===== config.mk =====
export PLATFORM = sky130hd
export DESIGN_NAME = txq_desc_engine
export DESIGN_NICKNAME = d
export VERILOG_FILES = /design/src/rtl/txq_pkg.sv /design/src/rtl/txq_ptr_regs.sv /design/src/rtl/txq_chan_ctrl.sv /design/src/rtl/txq_desc_engine.sv
export SDC_FILE = /design/constraint.sdc
export NUM_CORES = 1
export LEC_CHECK = 0
export ABC_CLOCK_PERIOD_IN_PS = 4500
export BUFFER_PORTS_ARGS = -buffer_cell sky130_fd_sc_hd__buf_2
export CORE_UTILIZATION = 51
export DETAILED_ROUTE_END_ITERATION = 8
export GPL_ROUTABILITY_DRIVEN = 0
export PLACE_DENSITY = 0.73
export SYNTH_ARGS = -nofsm -noshare
export SYNTH_HDL_FRONTEND = slang
export SYNTH_HIERARCHICAL = 1
export SYNTH_SLANG_ARGS = --single-unit

===== constraint.sdc =====
create_clock -name clk -period 4.5 [get_ports clk]
set_clock_uncertainty 0.2 [all_clocks]
set_input_delay 0.225 -clock clk [delete_from_list [all_inputs] [get_ports clk]]
set_output_delay 0.225 -clock clk [all_outputs]
set_load 0.03 [all_outputs]

===== src/rtl/txq_pkg.sv =====
package txq_pkg;
  localparam int OWN_B = 29;
  localparam int EOQ_B = 28;
  localparam int TDC_B = 27;
  localparam logic [31:0] TD_SENTINEL = 32'hFFFF_FFFC;

  typedef enum logic [2:0] {
    S_IDLE, S_FETCH, S_FWAIT, S_CHECK, S_BREAD, S_BWAIT, S_STREAM, S_WBACK
  } txq_state_t;
endpackage


===== src/rtl/txq_ptr_regs.sv =====
module txq_ptr_regs #(
  parameter int DW = 32
) (
  input  logic          clk,
  input  logic          rst,
  input  logic          reg_wr,
  input  logic          reg_sel,
  input  logic [DW-1:0] reg_wdata,
  input  logic          busy,
  input  logic          hw_head_we,
  input  logic [DW-1:0] hw_head_val,
  input  logic          hw_cpl_we,
  input  logic [DW-1:0] hw_cpl_val,
  output logic [DW-1:0] head_ptr,
  output logic [DW-1:0] cpl_ptr,
  output logic          start,
  output logic [DW-1:0] start_addr
);
  logic sw_head;

  assign sw_head    = reg_wr && !reg_sel && !busy;
  assign start      = sw_head && (reg_wdata != '0);
  assign start_addr = reg_wdata;

  always_ff @(posedge clk) begin
    if (rst) begin
      head_ptr <= '0;
      cpl_ptr  <= '0;
    end else begin
      if (hw_head_we)   head_ptr <= hw_head_val;
      else if (sw_head) head_ptr <= reg_wdata;
      if (hw_cpl_we)               cpl_ptr <= hw_cpl_val;
      else if (reg_wr && reg_sel)  cpl_ptr <= reg_wdata;
    end
  end

  // a head write while busy must leave the pointer alone
  a_r7_head_ignored_busy: assert property (@(posedge clk) disable iff (rst)
    (busy && reg_wr && !reg_sel && !hw_head_we) |=> $stable(head_ptr));
endmodule


===== src/rtl/txq_chan_ctrl.sv =====
module txq_chan_ctrl
  import txq_pkg::*;
#(
  parameter int DW    = 32,
  parameter int LEN_W = 11
) (
  input  logic          clk,
  input  logic          rst,
  input  logic          start,
  input  logic [DW-1:0] start_addr,
  input  logic          teardown_req,
  output logic          mem_rd,
  output logic          mem_wr,
  output logic [DW-1:0] mem_addr,
  output logic [DW-1:0] mem_wdata,
  input  logic [DW-1:0] mem_rdata,
  output logic          tx_valid,
  output logic [7:0]    tx_data,
  output logic          tx_last,
  input  logic          tx_ready,
  output logic          busy,
  output logic          done,
  output logic          err,
  output logic          hw_head_we,
  output logic [DW-1:0] hw_head_val,
  output logic          hw_cpl_we,
  output logic [DW-1:0] hw_cpl_val
);
  localparam int LANES  = DW / 8;
  localparam int LANE_W = $clog2(LANES) + 1;
  localparam logic [LEN_W-1:0]  LEN_ONE  = 1;
  localparam logic [LANE_W-1:0] LANE_ONE = 1;
  localparam logic [LANE_W-1:0] LANE_ALL = LANE_W'(LANES);
  localparam logic [DW-1:0]     WSTEP    = DW'(LANES);
  localparam logic [DW-1:0]     MODE_OFS = DW'(3 * LANES);

  txq_state_t          state;
  logic [DW-1:0]       cur, d_next, d_buf, d_mode, bptr, word;
  logic [LEN_W-1:0]    d_len, remain;
  logic [1:0]          widx;
  logic [LANE_W-1:0]   lane_cnt;
  logic                td_pend, done_q, err_q;
  logic                own, td_now, chain_on, bad_own;
  logic [DW-1:0]       wb_mode;

  assign own      = d_mode[OWN_B];
  assign td_now   = td_pend || teardown_req;
  assign chain_on = !td_now && (d_next != '0);
  assign bad_own  = (state == S_CHECK) && !own;

  always_comb begin
    wb_mode        = d_mode;
    wb_mode[OWN_B] = 1'b0;
    if (td_now)              wb_mode[TDC_B] = 1'b1;
    else if (d_next == '0)   wb_mode[EOQ_B] = 1'b1;
  end

  always_comb begin
    mem_rd    = (state == S_FETCH) || (state == S_BREAD);
    mem_wr    = (state == S_WBACK);
    mem_wdata = wb_mode;
    case (state)
      S_FETCH: mem_addr = cur + {{(DW-4){1'b0}}, widx, 2'b00};
      S_BREAD: mem_addr = bptr;
      S_WBACK: mem_addr = cur + MODE_OFS;
      default: mem_addr = '0;
    endcase
  end

  assign tx_valid    = (state == S_STREAM);
  assign tx_data     = word[7:0];
  assign tx_last     = (state == S_STREAM) && (remain == LEN_ONE);
  assign busy        = (state != S_IDLE);
  assign done        = done_q;
  assign err         = err_q;
  assign hw_head_we  = (state == S_WBACK) || bad_own;
  assign hw_head_val = ((state == S_WBACK) && chain_on) ? d_next : '0;
  assign hw_cpl_we   = (state == S_WBACK) || (bad_own && td_pend) ||
                       ((state == S_IDLE) && teardown_req);
  assign hw_cpl_val  = ((state == S_WBACK) && !td_now) ? cur : TD_SENTINEL;

  always_ff @(posedge clk) begin
    if (rst) begin
      state    <= S_IDLE;
      cur      <= '0;
      d_next   <= '0;
      d_buf    <= '0;
      d_len    <= '0;
      d_mode   <= '0;
      bptr     <= '0;
      word     <= '0;
      remain   <= '0;
      widx     <= '0;
      lane_cnt <= '0;
      td_pend  <= 1'b0;
      done_q   <= 1'b0;
      err_q    <= 1'b0;
    end else begin
      done_q <= 1'b0;
      err_q  <= 1'b0;
      if (teardown_req) td_pend <= 1'b1;
      case (state)
        S_IDLE: begin
          td_pend <= 1'b0;
          if (start) begin
            cur   <= start_addr;
            widx  <= '0;
            state <= S_FETCH;
          end
        end
        S_FETCH: state <= S_FWAIT;
        S_FWAIT: begin
          case (widx)
            2'd0:    d_next <= mem_rdata;
            2'd1:    d_buf  <= mem_rdata;
            2'd2:    d_len  <= mem_rdata[LEN_W-1:0];
            default: d_mode <= mem_rdata;
          endcase
          if (widx == 2'd3) state <= S_CHECK;
          else begin
            widx  <= widx + 2'd1;
            state <= S_FETCH;
          end
        end
        S_CHECK: begin
          if (!own) begin
            err_q   <= 1'b1;
            td_pend <= 1'b0;
            state   <= S_IDLE;
          end else begin
            bptr   <= d_buf;
            remain <= d_len;
            state  <= (d_len == '0) ? S_WBACK : S_BREAD;
          end
        end
        S_BREAD: state <= S_BWAIT;
        S_BWAIT: begin
          word     <= mem_rdata;
          lane_cnt <= LANE_ALL;
          state    <= S_STREAM;
        end
        S_STREAM: begin
          if (tx_ready) begin
            word     <= word >> 8;
            remain   <= remain - LEN_ONE;
            lane_cnt <= lane_cnt - LANE_ONE;
            if (remain == LEN_ONE) state <= S_WBACK;
            else if (lane_cnt == LANE_ONE) begin
              bptr  <= bptr + WSTEP;
              state <= S_BREAD;
            end
          end
        end
        S_WBACK: begin
          done_q  <= 1'b1;
          td_pend <= 1'b0;
          if (chain_on) begin
            cur   <= d_next;
            widx  <= '0;
            state <= S_FETCH;
          end else begin
            state <= S_IDLE;
          end
        end
        default: state <= S_IDLE;
      endcase
    end
  end

  // the hand-back write returns ownership
  a_r3_owner_cleared: assert property (@(posedge clk) disable iff (rst)
    mem_wr |-> !mem_wdata[OWN_B]);
  // one write per descriptor
  a_r3_single_write: assert property (@(posedge clk) disable iff (rst)
    mem_wr |=> !mem_wr);
  // end-of-queue and teardown-complete never together
  a_r10_eoq_tdc_exclusive: assert property (@(posedge clk) disable iff (rst)
    mem_wr |-> !(mem_wdata[EOQ_B] && mem_wdata[TDC_B]));
  // byte held while the sink stalls
  a_r2_hold_on_stall: assert property (@(posedge clk) disable iff (rst)
    (tx_valid && !tx_ready) |=> (tx_valid && $stable(tx_data)));
  // error is a single-cycle pulse and no write follows it
  a_r8_err_pulse: assert property (@(posedge clk) disable iff (rst)
    err |=> !err);
  a_r8_err_no_write: assert property (@(posedge clk) disable iff (rst)
    err |-> (!mem_wr && !busy));
  // done is a single-cycle pulse
  a_r9_done_pulse: assert property (@(posedge clk) disable iff (rst)
    done |=> !done);
  // reads and writes never collide
  a_r1_no_rw_overlap: assert property (@(posedge clk) disable iff (rst)
    !(mem_rd && mem_wr));
endmodule


===== src/rtl/txq_desc_engine.sv =====
module txq_desc_engine #(
  parameter int DW    = 32,
  parameter int LEN_W = 11
) (
  input  logic          clk,
  input  logic          rst,
  input  logic          reg_wr,
  input  logic          reg_sel,
  input  logic [DW-1:0] reg_wdata,
  output logic [DW-1:0] head_ptr,
  output logic [DW-1:0] cpl_ptr,
  input  logic          teardown_req,
  output logic          mem_rd,
  output logic          mem_wr,
  output logic [DW-1:0] mem_addr,
  output logic [DW-1:0] mem_wdata,
  input  logic [DW-1:0] mem_rdata,
  output logic          tx_valid,
  output logic [7:0]    tx_data,
  output logic          tx_last,
  input  logic          tx_ready,
  output logic          busy,
  output logic          done,
  output logic          err
);
  logic          start, hw_head_we, hw_cpl_we;
  logic [DW-1:0] start_addr, hw_head_val, hw_cpl_val;

  txq_ptr_regs #(.DW(DW)) u_regs (
    .clk(clk), .rst(rst), .reg_wr(reg_wr), .reg_sel(reg_sel),
    .reg_wdata(reg_wdata), .busy(busy),
    .hw_head_we(hw_head_we), .hw_head_val(hw_head_val),
    .hw_cpl_we(hw_cpl_we), .hw_cpl_val(hw_cpl_val),
    .head_ptr(head_ptr), .cpl_ptr(cpl_ptr),
    .start(start), .start_addr(start_addr)
  );

  txq_chan_ctrl #(.DW(DW), .LEN_W(LEN_W)) u_ctrl (
    .clk(clk), .rst(rst), .start(start), .start_addr(start_addr),
    .teardown_req(teardown_req),
    .mem_rd(mem_rd), .mem_wr(mem_wr), .mem_addr(mem_addr),
    .mem_wdata(mem_wdata), .mem_rdata(mem_rdata),
    .tx_valid(tx_valid), .tx_data(tx_data), .tx_last(tx_last),
    .tx_ready(tx_ready), .busy(busy), .done(done), .err(err),
    .hw_head_we(hw_head_we), .hw_head_val(hw_head_val),
    .hw_cpl_we(hw_cpl_we), .hw_cpl_val(hw_cpl_val)
  );
endmodule


; ---- Word-level counts from Yosys, hierarchy flattened
; Index checks and enable logic that the tools add are counted.
; Widths: inputs -> output; s select.
[op_classes]
eq_ne = 20
add_sub_neg = 6
bitwise_logic = 2
n_mux = 43
n_reduce_logical = 46
[op_table]
columns = operator, count
row1 = $mux 32, 13
row2 = $pmux 32 s2, 3
row3 = $pmux 32 s3, 1
row4 = $reduce_bool 32->1, 2
row5 = $add 32x3->32 const B, 1
row6 = $add 32x4->32, 1
row7 = $add 32x4->32 const B, 1
row8 = $logic_not 32->1, 1
row9 = $pmux 3 s8, 1
row10 = $mux 11, 2
row11 = $pmux 11 s2, 1
row12 = $mux 3, 6
row13 = $eq 3x3->1 const B, 4
row14 = $eq 11x1->1 const B, 1
row15 = $logic_and 1x1->1, 11
row16 = $logic_not 11->1, 1
row17 = $sub 11x1->11 const B, 1
row18 = $mux 2, 5
row19 = $reduce_and 2->1, 5
row20 = $reduce_bool 2->1, 5
row21 = $reduce_and 3->1, 3
row22 = $mux 1, 8
row23 = $ne 2x1->1 const B, 4
row24 = $eq 3x1->1 const B, 2
row25 = other kinds (20), 34
[totals]
word_cells = 133
output_inout_bits = 143
input_bits = 70
regBits = 289

; ---- Logic depth before layout (Yosys ltp)
; Gate-level depths: netlist of the first run.
[logic_depth]
ltp_word = 6
ltp_mapped = 12
depth_no_buf = 11

; ---- Hierarchy
; Netlist of the first run, hierarchy kept.
[modules_own_cells]
columns = mod, area_per_inst_um2, cells_each, n_inst
row1 = txq_chan_ctrl, 11390.9, 1483, 1
row2 = txq_ptr_regs, 3151.8, 330, 1

; ---- Least setup slack after synthesis of the first run
; OpenSTA, ideal clock, no wires.
[synth_path]
kind = reg2out
from = register u_ctrl.state[0]
to = output port mem_addr[20]
path_slack_ps = 936
path_stages_with_launch = 12
arrival_ps = 3139
n_path_buf = 1
cell_sequence = dfxtp_1 clkbuf_1 nand2_1 nand2_1 ha_1 inv_1 fa_1 nand4b_1 nor4_1 nand3_1 xor2_1 o21ai_0
[synth_between]
elab_chain_len = 2
[synth_lines]
columns = item, line_no
row1 = from (decl), txq_chan_ctrl.sv:37  ; txq_state_t state;
row2 = from (signal assigned), txq_chan_ctrl.sv:133  ; state <= (d_len == '0) ? S_WBACK : S_BREAD;
row3 = $eq 3x3->1 / $eq 3x1->1 (equally long branches), txq_chan_ctrl.sv:62  ; case (state)
row4 = $pmux 32 s3 (*), txq_chan_ctrl.sv:62
row5 = to (decl), txq_desc_engine.sv:15  ; output logic [DW-1:0] mem_addr,
; Mark *: on every way between the ends. The rest lies on a longest branch, timed or not.

; ---- Worst setup path in the final report of the first run
[layout_path]
from = register u_ctrl.state[2]
to = output port mem_addr[18]
; Same word-level chain as after synthesis.

==> results_dict.tcl, run 1 <==
set metrics [dict create \
    syn2layout_area_growth_pct 15.85 \
    finalWirelength_um 48990 \
    avgSynthCellArea_um2 8.021 \
    syn_inst 1813 \
    dieArea_um2 29190 \
    cts_buffers 31 \
    htreeDepth 1 \
    fp.coreArea_um2 27930 \
    cp.required_ns 4.07 \
    ys_seq_elements 289 \
    period_needed_ns 4.193 \
    final_hold_viol_count 0 \
    die_x_um 170.9 \
    wl_per_cell_um 20.94 \
    start_util_pct 52.06 \
    synthFlopType "dfxtp_1" \
    drv_slew 0 \
    yosysWarningCount 6 \
    cts-root-buf "clkbuf_16" \
    maxCapViolations 0 \
    fin_hold_ws_ns 0.06188 \
    critPathMaxFanout 15 \
    vias 14300 \
    hold_path_depth 4 \
    end_kind "output port" \
    max_freq_mhz 238.5 \
    route.detailed.drc 0 \
    grt_pass1_wl_um 73680 \
    hold_path_class "input pin to flip-flop" \
    p_leak_nw 6.654 \
    synth_edf_count 0 \
    clk_path_buf_depth 3 \
    avgViaCountPerCell 6.115 \
    seqCellArea_um2 5786 \
    grt_usage_pct 32.67 \
    crit_arrival_ns 3.77 \
    multi_input_area_um2 7503 \
    worst_slack_ns 0.3071 \
    run_status "finished clean" \
    pre_cts_slack_ns 0.8144 \
    async_flop_share_pct 0 \
    io_buffers 211 \
    path_clk_slew_ns 0.07 \
    die_h_um 170.9 \
    worst_setup_path_start_kind "flip-flop" \
    grt_pass1_vias 12670 \
    grt_max_degree 123 \
    finalPower_mw 6.196 \
    rsz0062_at_grt "false" \
    clock_sinks 289 \
    insertion_delay_ns 0.56 \
    final_cell_mix "nand2_1, dfxtp_1, buf_2" \
    syn_area_um2 14540 \
    final_common_cell "nand2_1" \
    setup_viol 0 \
    syn_nets 1896 \
    reg2reg_depth 8 \
    vdd_drop_max_v 0.0002794 \
    setup_tns_ns 0 \
    slew_headroom_pct 16.37 \
    power_density_nw_per_um2 367.8 \
    nFillCells 2501 \
    cts_tree "yes" \
    ys_seq_area_share_pct 39.78 \
    nets 2019 \
    io_pins 213 \
    drtAntennaViolNets 0 \
    num_rows 61 \
    ff2ff_setup_slack_ns 1.23 \
    synth_cell_types 80 \
    grt_overflow 0 \
    antenna_cells 0 \
    finalCritPeriodShare_pct 93.18 \
    antenna_found_initial 0 \
    first_pass_iters 7 \
    post-dp-hpwl_um 32490 \
    critPathKind "flip-flop to output port" \
    tightest_slew_ns 1.253 \
    drive_gt1_share_pct 17.90 \
    drtIter0Drc 1804 \
]
worst max-delay path, stage by stage (launching register included):
cell	delay, ns
dfxtp_1	0.57
and2_1	0.25
nand2_1	0.14
nand2_1	0.13
ha_1	0.18
inv_1	0.06
fa_1	0.47
nand4b_1	0.26
nor4_2	0.44
nand3_1	0.16
xor2_1	0.16
o21ai_0	0.15
buf_2	0.22
kinds of logic after synthesis:
family	Yosys count	synth area share (%)
muxes	66	4.543
adders and majority gates	13	1.170
other	1	0.02579
and+or+nand+nor	753	24.07
buffers and inverters	240	8.827
xor gates and xnor gates	29	1.747
DFF	289	39.78
AOI/OAI and AO/OA	422	19.83
layout make-up:
| class | count | area share [%] |
|---|---|---|
| clock buffers | 42 | 5.325 |
| clock inverters | 16 | 1.010 |
| inverters | 28 | 0.6238 |
| multi-input cells | 1284 | 44.54 |
| flip-flops and latches | 289 | 34.34 |
| well taps | 378 | 2.807 |
| repair buffers | 302 | 11.36 |
sequential cells by signal (all words and copies together) (netlist names), 3 cells and up:
name	flops
u_ctrl/bptr	32
u_ctrl/cur	32
u_ctrl/d_buf	32
u_ctrl/d_mode	32
u_ctrl/d_next	32
u_ctrl/word	32
u_regs/cpl_ptr	32
u_regs/head_ptr	32
u_ctrl/d_len	11
u_ctrl/remain	11
u_ctrl/lane_cnt	3
u_ctrl/state	3
path summary, 6_finish.rpt:
check                                from                      endpoint
min                          teardown_req     u_ctrl/td_pend$_SDFF_PP0_
min reg2reg  u_ctrl/d_buf[0]$_SDFFE_PP0P_  u_ctrl/d_buf[0]$_SDFFE_PP0P_
max reg2reg  u_ctrl/state[2]$_SDFFE_PP0P_    u_ctrl/cur[5]$_SDFFE_PP0P_
max          u_ctrl/state[2]$_SDFFE_PP0P_                  mem_addr[18]
report_power, final:
| group | internal, mW | leakage [nW] | switching [mW] |
|---|---|---|---|
| clock | 1.57 | 0.532 | 1.08 |
| sequential | 2.65 | 2.34 | 0.109 |
| combinational | 0.265 | 3.78 | 0.515 |
| total | 4.49 | 6.65 | 1.71 |
layer usage:
| metal | global-route usage, % | vias to the layer above | wire [µm] |
|---|---|---|---|
| met3 | 5.829 | 101 | 5624 |
| li1 | - | 6547 | - |
| met2 | 50.03 | 906 | 21500 |
| met5 | 0 | - | 0 |
| met4 | 12.34 | 0 | 1808 |
| met1 | 45.62 | 6748 | 20050 |
what timing repair did:
item | 4_1_cts | 5_1_grt
hold buffers | 66 | 0
hold endpoints to repair | 239 | 0
buffers inserted | 0 | 0
resized for setup | 0 | 1
endpoints found under the setup margin | 0 | 3
synthesized netlist by cell type, types with 5 or more instances:
master / instances / area, µm²
nand2_1: 340 / 1276
dfxtp_1: 289 / 5786
a21oi_1: 158 / 790.8
nor2_1: 155 / 581.8
clkbuf_1: 107 / 401.6
buf_4: 70 / 525.5
a211oi_1: 68 / 510.5
mux2i_1: 66 / 660.6
and3_1: 43 / 269.0
o21ai_0: 42 / 210.2
and2_1: 41 / 256.5
nand3_1: 34 / 170.2
a221o_1: 32 / 320.3
nor4_1: 31 / 193.9
a311oi_1: 27 / 236.5
inv_1: 27 / 101.4
buf_2: 24 / 120.1
or2_2: 24 / 150.1
nor3_1: 19 / 95.09
xnor2_1: 19 / 166.4
nand4_1: 17 / 106.4
a22oi_1: 12 / 90.09
ha_1: 12 / 150.1
o21ai_1: 12 / 60.06
xor2_1: 10 / 87.58
a211oi_2: 7 / 87.58
a21o_1: 7 / 52.55
and4_1: 6 / 52.55
or3_1: 6 / 37.54
a2bb2oi_1: 5 / 43.79
a31oi_1: 5 / 31.28
nor3b_1: 5 / 37.54
per-stage QoR:
step	instances	utilization, %	area, µm²
2_1_floorplan	1813	-	14540
6_report	2339	60.31	16850
5_1_grt	2339	60.31	16850
3_5_place_dp	2215	54.10	15110
4_1_cts	2339	60.29	16840
3_3_place_gp	2215	54.10	15110
Power figures use the tool's default switching activity.
==> run 2: changes to the inputs <==
--- a/config.mk
+++ b/config.mk
@@ -6,11 +6,11 @@
 export NUM_CORES = 1
 export LEC_CHECK = 0
 export ABC_CLOCK_PERIOD_IN_PS = 4500
-export BUFFER_PORTS_ARGS = -buffer_cell sky130_fd_sc_hd__buf_2
 export CORE_UTILIZATION = 51
 export DETAILED_ROUTE_END_ITERATION = 8
+export DONT_BUFFER_PORTS = 1
 export GPL_ROUTABILITY_DRIVEN = 0
-export PLACE_DENSITY = 0.73
+export PLACE_DENSITY = 0.67
 export SYNTH_ARGS = -nofsm -noshare
 export SYNTH_HDL_FRONTEND = slang
 export SYNTH_HIERARCHICAL = 1
==> run 2 against run 1 <==
Net effect: clock-buffer cell count grew 4; maximum frequency shrank 1.3%; setup slack lost 0.053 ns; routed wire length grew 3.7%; sequential power grew 4%; clock power is essentially flat; combinational power shrank 24%; critical path type unchanged; largest cell class unchanged; highest routed layer is now met5.
==> results_dict.tcl, run 2 (synthesis results as in run 1) <==
set metrics [dict create \
    run_status "finished clean" \
    maxCapViolations 0 \
    hold_path_depth 2 \
    start_util_pct 52.06 \
    route.detailed.drc 0 \
    grt_overflow 0 \
    reg2reg_depth 10 \
    cts_tree "yes" \
    htreeDepth 1 \
    final_common_cell "nand2_1" \
    post-dp-hpwl_um 31950 \
    critPathBufInv 2 \
    tightest_slew_ns 1.190 \
    critPathTopFamily "simple AND/OR/NAND/NOR gates" \
    clock_sinks 289 \
    p_leak_nw 5.934 \
    ff2ff_setup_slack_ns 0.27 \
    rsz0062_at_grt "false" \
    avgViaCountPerCell 6.212 \
    critPathMaxStageDelay_ns 0.57 \
    drv_slew 0 \
    grt_pass1_vias 12680 \
    drtIter0Drc 1768 \
    num_rows 61 \
    pre_cts_slack_ns 0.8294 \
    grt_pass1_wl_um 76290 \
    worst_setup_path_start_kind "flip-flop" \
    slew_headroom_pct 20.68 \
    syn2layout_area_growth_pct 12.09 \
    cp.required_ns 4.07 \
    power_density_nw_per_um2 377.6 \
    hold_path_class "input pin to flip-flop" \
    grt_max_degree 227 \
    final_cell_mix "nand2_1, dfxtp_1, a21oi_1" \
    max_freq_mhz 235.5 \
    drive_gt1_share_pct 8.814 \
    holdPathEnd "u_regs/head_ptr[25]$_SDFFE_PP0P_" \
    drtAntennaViolNets 0 \
    timing.rr.end "u_ctrl/cur[3]$_SDFFE_PP0P_" \
    worst_slack_ns 0.2539 \
    cts-root-buf "clkbuf_16" \
    final_hold_viol_count 0 \
    vdd_drop_max_v 0.0003029 \
    wl_per_cell_um 23.22 \
    finalCritPeriodShare_pct 94.36 \
    critPathKind "flip-flop to output port" \
    nFillCells 2549 \
    end_kind "output port" \
    io_buffers 0 \
    period_needed_ns 4.246 \
    reg2reg_from "u_ctrl/state[2]$_SDFFE_PP0P_" \
    first_pass_iters 5 \
    die_h_um 170.9 \
    critPathMaxFanout 15 \
    nets 1862 \
    setup_tns_ns 0 \
    insertion_delay_ns 0.57 \
    crit_arrival_ns 3.82 \
    crit_chain "and2_1 > nand2_1 > nand2_1 > ha_1 > inv_1 > fa_1 > and4b_1 > nand4_1 > nor2_1 > xnor2_1 > o21ai_0 > buf_4" \
    cts_buffers 31 \
    antenna_found_initial 7 \
    dieArea_um2 29190 \
    clk_path_buf_depth 3 \
    setup_viol 0 \
    grt_usage_pct 34.14 \
    fp.coreArea_um2 27930 \
    die_x_um 170.9 \
    io_pins 213 \
    min_from "rst" \
    vias 13590 \
    finalWirelength_um 50790 \
    crit_top_cell "nand2_1" \
    slowest_stage "dfxtp_1" \
    path_clk_slew_ns 0.07 \
]
## run 2: changes by cell type in the layout (fill, tap and decap cells not counted), moves of 2 or more
cell	delta
buf_2	-210
buf_4	+23
clkbuf_1	+5
clkbuf_8	-2
clkinv_2	-4
diode_2	+5
dlygate4sd3_1	+30
## run 2: through the flow
step / hold WS, ns / util [%] / cells / power (mW) / instance area [µm²]
final: 0.07136 / 58.35 / 2187 / 6.155 / 16300
after floorplan: 0.1610 / - / 1813 / 3.278 / 14540
after CTS: 0.05858 / 58.29 / 2182 / 6.150 / 16280
after global routing: 0.07208 / 58.34 / 2185 / 6.314 / 16300
after global placement: 0.1132 / 50.91 / 2027 / 3.333 / 14220
after detailed placement: 0.1139 / 50.91 / 2027 / 3.341 / 14220
## run 2: metal layers
metal	global-route usage [%]	vias up	share of wire, %
li1	-	6254	-
met5	0	-	0.083
met2	52.28	755	44
met4	13.82	8	3.9
met3	8.050	131	11
met1	46.11	6437	42
## run 2: what timing repair did
| item | in CTS | in global routing |
|---|---|---|
| setup endpoints to repair | 0 | 3 |
| buffers inserted | 0 | 0 |
| gates resized for setup | 0 | 1 |
| hold buffers | 97 | 0 |
| endpoints found under the hold margin | 289 | 0 |
## run 2: worst max-delay path by stage
stage | startpoint | end | slack (ns) | cells past startpoint
global route | u_ctrl/state[2]$_SDFFE_PP0P_ | u_ctrl/cur[11]$_SDFFE_PP0P_ | 0.09 | 10
floorplan | u_ctrl/state[0]$_SDFFE_PP0P_ | mem_addr[20] | 0.94 | 11
detailed placement | u_ctrl/state[2]$_SDFFE_PP0P_ | mem_addr[20] | 0.83 | 12
finish | u_ctrl/state[2]$_SDFFE_PP0P_ | mem_addr[28] | 0.25 | 12
CTS | u_ctrl/state[2]$_SDFFE_PP0P_ | mem_addr[20] | 0.20 | 12
global placement | u_ctrl/state[2]$_SDFFE_PP0P_ | mem_addr[20] | 0.89 | 12
## run 2: cell type report
| class | count | area [µm²] | share of cell area (%) |
|---|---|---|---|
| Sequential cell | 289 | 5786 | 35.49 |
| Timing Repair Buffer | 145 | 1349 | 8.274 |
| Antenna cell | 5 | 12.51 | 0.07676 |
| Clock buffer | 46 | 902.1 | 5.534 |
| Multi-Input combinational cell | 1284 | 7503 | 46.03 |
| Tap cell | 378 | 473.0 | 2.901 |
| Clock inverter | 12 | 170.2 | 1.044 |
| Inverter | 28 | 105.1 | 0.6448 |
## run 2: power by group
part           total [mW]  internal [mW]  leakage (nW)  switching [mW]
sequential           2.88           2.65          2.34           0.229
clock                2.68           1.61         0.527            1.06
combinational       0.595          0.237          3.06           0.358
==> run 3: changes to the inputs <==
--- a/config.mk
+++ b/config.mk
@@ -6,11 +6,11 @@
 export NUM_CORES = 1
 export LEC_CHECK = 0
 export ABC_CLOCK_PERIOD_IN_PS = 4500
-export CORE_UTILIZATION = 51
+export CORE_UTILIZATION = 25
 export DETAILED_ROUTE_END_ITERATION = 8
 export DONT_BUFFER_PORTS = 1
 export GPL_ROUTABILITY_DRIVEN = 0
-export PLACE_DENSITY = 0.67
+export PLACE_DENSITY = 0.39
 export SYNTH_ARGS = -nofsm -noshare
 export SYNTH_HDL_FRONTEND = slang
 export SYNTH_HIERARCHICAL = 1
==> run 3 against run 2 <==
Net effect: maximum frequency decreased by 1.1%; sequential share of layout area decreased by 1.6 points; critical path depth unchanged; register-to-register slack improved by 0.50 ns; first-iteration DRC count decreased by 48%; largest power group is now the clock network.
==> results_dict.tcl, run 3 (synthesis results as in run 1) <==
set metrics [dict create \
    wl_per_cell_um 24.43 \
    setup_viol 0 \
    final_hold_viol_count 0 \
    finalCritPeriodShare_pct 95.40 \
    vias 13330 \
    rsz0062_at_grt "false" \
    worstSetupStartpoint "u_ctrl/state[1]$_SDFFE_PP0P_" \
    postCtsSetupRepairBufs 0 \
    path_clk_slew_ns 0.06 \
    worst_setup_path_start_kind "flip-flop" \
    period_needed_ns 4.293 \
    reg2reg_depth 11 \
    start_util_pct 25.25 \
    post-dp-hpwl_um 41350 \
    max_freq_mhz 232.9 \
    pre_cts_slack_ns 0.7610 \
    io_pins 213 \
    maxCapViolations 0 \
    die_h_um 243.2 \
    antenna_found_initial 14 \
    end_kind "output port" \
    final_common_cell "nand2_1" \
    slew_headroom_pct 20.26 \
    io_buffers 0 \
    hold_path_depth 2 \
    first_pass_iters 5 \
    placedCellCount 2420 \
    cts_buffers 37 \
    p_leak_nw 6.091 \
    route.detailed.drc 0 \
    final_cell_mix "nand2_1, dfxtp_1, a21oi_1" \
    ff2ff_setup_slack_ns 0.77 \
    cp.required_ns 4.07 \
    finalPower_mw 6.757 \
    timing.rr.end "u_regs/head_ptr[21]$_SDFFE_PP0P_" \
    crit_end "mem_addr[24]" \
    htreeDepth 2 \
    grt_pass1_wl_um 91560 \
    clk_path_buf_depth 3 \
    drive_gt1_share_pct 9.615 \
    worst_slack_ns 0.2070 \
    fp.coreArea_um2 57590 \
    critPathKind "flip-flop to output port" \
    avgViaCountPerCell 5.151 \
    tightest_slew_ns 1.196 \
    final_cells 2587 \
    crit_arrival_ns 3.87 \
    vdd_drop_max_v 0.0002138 \
    grt_usage_pct 20.84 \
    drv_slew 0 \
    drtAntennaViolNets 0 \
    drtIter0Drc 913 \
    critPathMaxFanout 11 \
    reg2reg_from "u_ctrl/state[1]$_SDFFE_PP0P_" \
    cts_tree "yes" \
    num_rows 88 \
    dieArea_um2 59140 \
    finalWirelength_um 63190 \
    power_density_nw_per_um2 395.3 \
    nets 1874 \
    insertion_delay_ns 0.57 \
    setup_tns_ns 0 \
    syn2layout_area_growth_pct 17.54 \
    cts-root-buf "clkbuf_16" \
    die_x_um 243.2 \
    run_status "finished clean" \
    clock_sinks 289 \
    grt_pass1_vias 12900 \
    hold_path_class "input pin to flip-flop" \
    grt_max_degree 226 \
    grt_overflow 0 \
]
[run 3: through the flow]
step	instance area [µm²]	utilization, %	hold slack (ns)
6_report	17090	29.68	0.06652
4_1_cts	17080	29.67	0.03855
5_1_grt	17090	29.68	0.05106
3_3_place_gp	14770	25.64	0.1210
3_5_place_dp	14770	25.64	0.1249
2_1_floorplan	14540	-	0.1610
[run 3: layout make-up]
class,count,area (µm²)
repair buffers,151,1406
inverters,28,105.1
diodes,2,5.005
clock buffers,57,1111
fillers,6217,40490
multi-input cells,1284,7507
clock inverters,11,216.5
flip-flops and latches,289,5786
well taps,765,957.2
[run 3: routing by layer]
layer	global-route usage, %	vias up	wire [µm]
li1	-	6284	-
met2	33.42	416	28860
met1	28.13	6500	28930
met3	4.456	101	3899
met4	5.401	24	1357
met5	0	-	149
[run 3: repair_timing]
item                                    in CTS  in global routing
hold endpoints to repair                   285                  0
gates resized for setup                      0                  3
endpoints found under the setup margin       0                  5
hold buffers                                97                  0
[run 3: critical path: stages (launching register included)]
cell     delay, ns
dfxtp_1       0.51
and2_1        0.25
nand2_1       0.18
nand2_1       0.14
ha_1          0.19
inv_1         0.07
fa_1          0.44
and4b_1       0.37
nand4_1       0.25
nor2_1        0.21
xnor2_1       0.07
o21ai_0       0.38
buf_4         0.25
[run 3: power by group]
| group | switching [mW] | internal [mW] | total (mW) |
|---|---|---|---|
| sequential | 0.235 | 2.66 | 2.89 |
| clock | 1.28 | 1.95 | 3.23 |
| combinational | 0.392 | 0.242 | 0.634 |
[run 3: worst min-delay path by stage]
stage | startpoint | end | slack, ns
after detailed placement | rst | u_regs/cpl_ptr[9]$_SDFFE_PP0P_ | 0.12
after global routing | rst | u_regs/head_ptr[6]$_SDFFE_PP0P_ | 0.05
after floorplan | mem_rdata[30] | u_ctrl/d_buf[30]$_SDFFE_PP0P_ | 0.16
final | rst | u_regs/cpl_ptr[16]$_SDFFE_PP0P_ | 0.07
after CTS | rst | u_ctrl/d_next[17]$_SDFFE_PP0P_ | 0.04
after global placement | rst | u_regs/cpl_ptr[1]$_SDFFE_PP0P_ | 0.12
